**src/rtl/clkdiv_pkg.sv**
```systemverilog
package clkdiv_pkg;

    localparam int DIV_CNT_W = 6;
    localparam int NUM_DIV   = 4;

    typedef enum logic {
        ST_HOLD = 1'b0,
        ST_RUN  = 1'b1
    } run_state_e;

    typedef struct packed {
        logic       range_hi;
        logic [1:0] sel_a;
        logic [1:0] sel_b;
        logic [1:0] sel_c;
        logic [2:0] sel_fb;
        logic       inv_c_hi;
    } div_cfg_t;

    // divider kinds
    localparam int KIND_A  = 0;
    localparam int KIND_B  = 1;
    localparam int KIND_C  = 2;
    localparam int KIND_FB = 3;

    // ratio with range bit at 1
    function automatic int base_ratio(input int kind, input logic [2:0] code);
        int step;
        step = int'(code[1:0]);
        case (kind)
            KIND_A:  return (step == 3) ? 12 : 4 + 2 * step;
            KIND_B:  return 4 + 2 * step;
            KIND_C:  return 2 + 2 * step;
            default: return (4 + 2 * step) << int'(code[2]);
        endcase
    endfunction

    function automatic int full_ratio(input int kind, input logic [2:0] code,
                                      input logic range_hi);
        int r;
        r = base_ratio(kind, code);
        return range_hi ? r : 2 * r;
    endfunction

endpackage

```
**src/rtl/clkdiv_ctrl.sv**
```systemverilog
module clkdiv_ctrl
    import clkdiv_pkg::*;
(
    input  logic       clk_src,
    input  logic       hold_n,
    input  div_cfg_t   cfg_in,
    output div_cfg_t   cfg_q,
    output logic       start,
    output logic       running,
    output logic       out_en
);

    run_state_e state_q;
    run_state_e state_d;

    // next-state: WAIT, RELEASE, KEEP, ABORT
    always_comb begin
        unique case (state_q)
            ST_HOLD: state_d = hold_n ? ST_RUN  : ST_HOLD;
            ST_RUN:  state_d = hold_n ? ST_RUN  : ST_HOLD;
            default: state_d = ST_HOLD;
        endcase
    end

    always_ff @(posedge clk_src) begin
        state_q <= state_d;
        if (!hold_n) begin
            cfg_q <= cfg_in;
        end
    end

    // outputs of the sequencer
    always_comb begin
        start   = 1'b0;
        running = 1'b0;
        out_en  = 1'b0;
        unique case (state_q)
            ST_HOLD: start = hold_n;
            ST_RUN: begin
                running = hold_n;
                out_en  = 1'b1;
            end
            default: begin
                start   = 1'b0;
                running = 1'b0;
                out_en  = 1'b0;
            end
        endcase
    end

endmodule

```
**src/rtl/clkdiv_counter.sv**
```systemverilog
module clkdiv_counter #(
    parameter int CNT_W = 6
) (
    input  logic             clk_src,
    input  logic             hold_n,
    input  logic             start,
    input  logic             run,
    input  logic [CNT_W-1:0] ratio,
    output logic             q
);

    logic [CNT_W-1:0] cnt_q;
    logic [CNT_W-1:0] cnt_nxt;
    logic [CNT_W-1:0] half;
    logic             last;

    always_comb begin
        half    = ratio >> 1;
        last    = (cnt_q == ratio - CNT_W'(1));
        cnt_nxt = last ? '0 : cnt_q + CNT_W'(1);
    end

    always_ff @(posedge clk_src) begin
        if (!hold_n) begin
            cnt_q <= '0;
            q     <= 1'b0;
        end else if (start) begin
            cnt_q <= '0;
            q     <= 1'b1;
        end else if (run) begin
            cnt_q <= cnt_nxt;
            q     <= (cnt_nxt < half);
        end
    end

endmodule

```
**src/rtl/clkdiv_banks.sv**
```systemverilog
module clkdiv_banks
    import clkdiv_pkg::*;
#(
    parameter int BANK_W = 4,
    parameter int CNT_W  = DIV_CNT_W
) (
    input  logic              clk_src,
    input  logic              hold_n,
    input  logic              range_hi,
    input  logic [1:0]        sel_a,
    input  logic [1:0]        sel_b,
    input  logic [1:0]        sel_c,
    input  logic [2:0]        sel_fb,
    input  logic              inv_c_hi,
    output logic [BANK_W-1:0] bank_a,
    output logic [BANK_W-1:0] bank_b,
    output logic [BANK_W-1:0] bank_c,
    output logic              fb_clk,
    output logic              out_en
);

    localparam int HALF_W = BANK_W / 2;

    div_cfg_t         cfg_in;
    div_cfg_t         cfg_q;
    logic             start;
    logic             running;
    logic [2:0]       code   [NUM_DIV];
    logic [CNT_W-1:0] ratio  [NUM_DIV];
    logic [NUM_DIV-1:0] div_q;

    always_comb begin
        cfg_in.range_hi = range_hi;
        cfg_in.sel_a    = sel_a;
        cfg_in.sel_b    = sel_b;
        cfg_in.sel_c    = sel_c;
        cfg_in.sel_fb   = sel_fb;
        cfg_in.inv_c_hi = inv_c_hi;
    end

    clkdiv_ctrl u_ctrl (
        .clk_src (clk_src),
        .hold_n  (hold_n),
        .cfg_in  (cfg_in),
        .cfg_q   (cfg_q),
        .start   (start),
        .running (running),
        .out_en  (out_en)
    );

    always_comb begin
        code[KIND_A]  = {1'b0, cfg_q.sel_a};
        code[KIND_B]  = {1'b0, cfg_q.sel_b};
        code[KIND_C]  = {1'b0, cfg_q.sel_c};
        code[KIND_FB] = cfg_q.sel_fb;
    end

    for (genvar g = 0; g < NUM_DIV; g++) begin : g_div
        always_comb begin
            ratio[g] = CNT_W'(full_ratio(g, code[g], cfg_q.range_hi));
        end

        clkdiv_counter #(.CNT_W(CNT_W)) u_cnt (
            .clk_src (clk_src),
            .hold_n  (hold_n),
            .start   (start),
            .run     (running),
            .ratio   (ratio[g]),
            .q       (div_q[g])
        );
    end

    logic c_hi_bit;

    always_comb begin
        c_hi_bit = div_q[KIND_C] ^ cfg_q.inv_c_hi;
        bank_a   = {BANK_W{div_q[KIND_A] & out_en}};
        bank_b   = {BANK_W{div_q[KIND_B] & out_en}};
        bank_c   = {{(BANK_W - HALF_W){c_hi_bit & out_en}},
                    {HALF_W{div_q[KIND_C] & out_en}}};
        fb_clk   = div_q[KIND_FB] & out_en;
    end

endmodule

```
**config.mk**
```make
export PLATFORM = sky130hd
export DESIGN_NAME = clkdiv_banks
export DESIGN_NICKNAME = d
export VERILOG_FILES = /design/src/rtl/clkdiv_pkg.sv /design/src/rtl/clkdiv_ctrl.sv /design/src/rtl/clkdiv_counter.sv /design/src/rtl/clkdiv_banks.sv
export SDC_FILE = /design/constraint.sdc
export NUM_CORES = 1
export LEC_CHECK = 0
export ABC_AREA = 0
export BUFFER_PORTS_ARGS = -buffer_cell sky130_fd_sc_hd__buf_4
export CORE_UTILIZATION = 50
export DETAILED_ROUTE_END_ITERATION = 16
export HOLD_SLACK_MARGIN = 0.05
export PLACE_DENSITY = 0.75
export SETUP_SLACK_MARGIN = 0.1
export SLEW_MARGIN = 15
export SYNTH_ARGS = -nofsm -noshare
export SYNTH_HDL_FRONTEND = slang
export SYNTH_SLANG_ARGS = --single-unit
```
**constraint.sdc**
```tcl
create_clock -name clk_src -period 4.2 [get_ports clk_src]
set_clock_uncertainty 0.1 [all_clocks]
set_input_delay 0.21 -clock clk_src [delete_from_list [all_inputs] [get_ports clk_src]]
set_output_delay 0.21 -clock clk_src [all_outputs]
set_load 0.02 [all_outputs]
```
==> flow_metrics.py <==
metrics = {
    "placement": {
        "dp_hpwl_mm": 3.60,
        "post-place-cells": 356,
        "buffer_ports.inserted": 26,
        "gpl.final_weighted_congestion": 0.842,
        "dpl_cell_area_um2": 2760,
    },
    "route": {
        "post_detailed_routing_wire_length_mm": 4.82,
        "dr_total_vias": 1936,
        "antenna_left": 0,
        "detailedRoute.firstIterationViolations": 88,
        "drt_pass1_iterations": 4,
        "drcViolationCount": 0,
        "post_drt_wl_per_cell_um": 12.8,
        "post_drt_via_cell_ratio": 5.15,
    },
    "synth": {
        "synthArstFlopShare_pct": 0,
        "yosys_warnings": 0,
        "synth.cell_area_um2": 2570,
        "post_synth_most_frequent_cells": "nor2_1 (39), dfxtp_1 (29), ha_1 (24)",
        "dominantRegCellSynth": "dfxtp_1",
        "sequential_share_of_the_synthesized_area_pct": 35.5,
        "ys_top_cells_by_area": "dfxtp_1 (23%), edfxtp_1 (13%), ha_1 (12%)",
        "syn_inst": 274,
        "syn-num-nets": 311,
        "synth.most_common_cell": "nor2_1",
        "yosysTopAreaCell": "dfxtp_1",
        "postSynthAreaPerCell_um2": 9.37,
        "number_of_synthesized_register_bits": 40,
        "yosys.area.top_type_share_pct": 22.6,
        "synth_cell_types": 56,
        "synth_edf_count": 11,
    },
    "grt": {
        "global_route_wire_length_before_repair_mm": 8.05,
        "grt_max_degree": 15,
        "grt_antenna_before_repair": 0,
        "grt_pass1_vias": 1855,
        "grtUsageTotal_pct": 19.7,
        "grt.overflow.total": 0,
    },
    "timing": {
        "setup_viol": 0,
        "setup_total_negative_slack_ns": 0,
        "worst_slew_margin_rel_pct": 61.2,
        "worst_hold_slack_ns": 0.395,
        "timing.final.max_slew_violations": 0,
        "fin_crit_sh_pct": 90.0,
        "finalHoldViolations": 0,
        "post-route-min-period_ns": 3.78,
        "maximum_clock_rate_ghz": 0.265,
        "rsz_0062_raised_after_global_routing": "no",
        "worst_slew_pin_tran_ns": 0.582,
    },
    "pwr": {
        "seqPwrFrac_pct": 48.0,
        "cell_internal_pwr_uw": 634,
        "clockPowerShare_pct": 28.2,
        "max-vdd-ir-drop_uv": 216,
        "switchingPower_uw": 269,
        "power.share.combinational_pct": 23.8,
        "p_sw_share_pct": 29.8,
        "power-per-cell-area_nw_per_um2": 305,
        "leakagePower_nw": 1.22,
    },
    "cells_and_area": {
        "synth_to_final_area_change_pct": 15.6,
        "final-seq-area_um2": 911,
        "multi_input_comb_area_um2": 1510,
        "final_layout_size_suffix_gt1_share_pct": 16.2,
        "final_area_um2": 2970,
        "antenna-diode-count": 0,
        "layout.nets": 345,
        "layoutNonFillerInstCount": 376,
        "num-fill-cells": 430,
    },
    "worst_setup_path": {
        "critical_path_peak_fanout": 11,
        "crit_family": "compound AO/OA/AOI/OAI gates",
        "cp-end-kind": "flop",
        "required_ns": 4.34,
        "critical_path_class": "reg -> reg",
        "crit_path_cell_trace": "inv_1 -> nor3_1 -> a21oi_1 -> ha_1 -> nand2_1 -> or4_1 -> o31a_1 -> a21oi_4 -> nor2_1 -> ha_1 -> o211ai_1 -> a21oi_1 -> a2111o_1 -> a211oi_1 -> or2_1",
        "critical_path.slowest_cell": "edfxtp_1",
        "worstSetupStartpointType": "flop",
        "wp_buf_inv": 1,
        "timing.critical_path.arrival_ns": 3.92,
        "critical-path-max-stage-delay_ns": 0.58,
    },
    "clock_network": {
        "cts.clk_slew.worst_paths_ns": 0.08,
        "cts_post_setup_buffers_inserted": 0,
        "htreeDepth": 2,
        "cts_repair_resize_count": 0,
        "clock_root_cell": "clkbuf_8",
        "cts.sink_count": 40,
        "clk-insertion-delay-late_ns": 0.29,
        "cts_tree": "done",
        "clock_buffer_count_from_cts": 5,
        "ctsLongestPathBuffers": 2,
    },
    "die": {
        "floorplan.die.height_um": 73.6,
        "core_region_area_um2": 4820,
        "initial_utilization_pct": 53.3,
        "die_area_um2": 5420,
        "ios": 27,
        "rows": 25,
        "fp.dieW_um": 73.6,
    },
    "outcome": {
        "run_status": "completed",
    },
    "hold_path": {
        "min_path_type": "reg -> reg",
    },
    "job": {
        "max-cap-violations": 0,
    },
}
-- state kept, by name (all words and copies together), names as in the netlist --
signal / cells
u_ctrl.cfg_q: 11
u_ctrl.state_q: 1
g_div.u_cnt.cnt_q: 24
g_div.u_cnt.q: 4
-- power by group through the flow --
| stage | Sequential, mW | Combinational [mW] | Clock, mW |
|---|---|---|---|
| 4_1_cts | 0.433 | 0.217 | 0.264 |
| 3_5_place_dp | 0.443 | 0.207 | 0 |
| 3_3_place_gp | 0.442 | 0.201 | 0 |
| 5_1_grt | 0.436 | 0.240 | 0.283 |
| 2_1_floorplan | 0.437 | 0.166 | 0 |
| 6_report | 0.433 | 0.215 | 0.255 |
-- placed cells by master (no fill, tap or decap), types with 2 or more instances in the layout --
cell / count
o211ai_1: 3
mux2i_1: 2
and3_1: 3
a21oi_1: 8
nor3_2: 2
o21ai_0: 7
nand2_1: 11
buf_4: 27
clkbuf_8: 5
and2_1: 5
ha_1: 24
or2_2: 3
nor3b_1: 2
nor2_1: 39
nor2b_1: 7
nand2b_1: 2
o21ai_1: 2
xnor2_1: 23
dfxtp_1: 29
o31ai_1: 2
inv_1: 14
edfxtp_1: 11
nor3_1: 7
nand2b_4: 3
clkinvlp_4: 2
dlygate4sd3_1: 12
nand3b_1: 2
nand3_1: 9
a211oi_1: 3
xor2_1: 14
-- metrics by stage --
| stage | power, mW | setup slack, ns | utilization [%] |
|---|---|---|---|
| finish | 0.904 | 0.420 | 61.6 |
| floorplan | 0.603 | 0.763 | - |
| CTS | 0.914 | 0.415 | 61.6 |
| global placement | 0.643 | 0.629 | 57.2 |
| global route | 0.959 | 0.208 | 61.6 |
| detailed placement | 0.649 | 0.443 | 57.2 |
-- cell type report --
type	count	share of cell area, %
flip-flops and latches	40	30.7
inverters	14	1.77
clock inverters	3	0.633
clock buffers	5	2.32
multi-input cells	208	50.8
repair buffers	39	10.9
well taps	67	2.83
-- routing by layer --
metal  vias to the layer above  global-route usage [%]  share of wire, %
met5                         -                       0                 0
met3                         8                    4.12               2.8
li1                       1007                       -                 -
met2                        33                    35.2                49
met1                       888                    23.7                46
met4                         0                    5.98               1.6
-- final timing paths --
check | from | end | slack, ns | depth (start not counted)
max reg2reg | u_ctrl.cfg_q[10] | g_div[3].u_cnt.q | 0.42 | 15
min | g_div[1].u_cnt.cnt_q[0] | g_div[1].u_cnt.cnt_q[0] | 0.40 | 1
max | u_ctrl.cfg_q[10] | g_div[3].u_cnt.q | 0.42 | 15
min reg2reg | g_div[1].u_cnt.cnt_q[0] | g_div[1].u_cnt.cnt_q[0] | 0.40 | 1
-- worst reg2reg max path, cell delays in order (launching register included) --
cell and delay [ns]:
edfxtp_1 0.58, inv_1 0.26, nor3_1 0.07, a21oi_1 0.22, ha_1 0.28, nand2_1 0.07, or4_1 0.47, o31a_1 0.16
a21oi_4 0.27, nor2_1 0.10, ha_1 0.31, o211ai_1 0.17, a21oi_1 0.06, a2111o_1 0.31, a211oi_1 0.17, or2_1 0.13
-- logic make-up (layout without fill, tap and decap cells) --
logic type | Yosys count | after routing | synth area share [%]
flops | 40 | 40 | 35.5
fa+ha+maj | 25 | 25 | 12.1
xor+xnor | 37 | 37 | 12.6
mux | 3 | 3 | 1.22
simple gates | 103 | 103 | 21.4
buf+inv | 26 | 61 | 5.75
compound gates | 40 | 40 | 11.5
-- timing repair --
action | CTS | global route
endpoints found under the hold margin | 12 | 0
hold buffers | 12 | 0
setup endpoints to repair | 0 | 0
No activity file was read; power rests on OpenSTA's default activity.
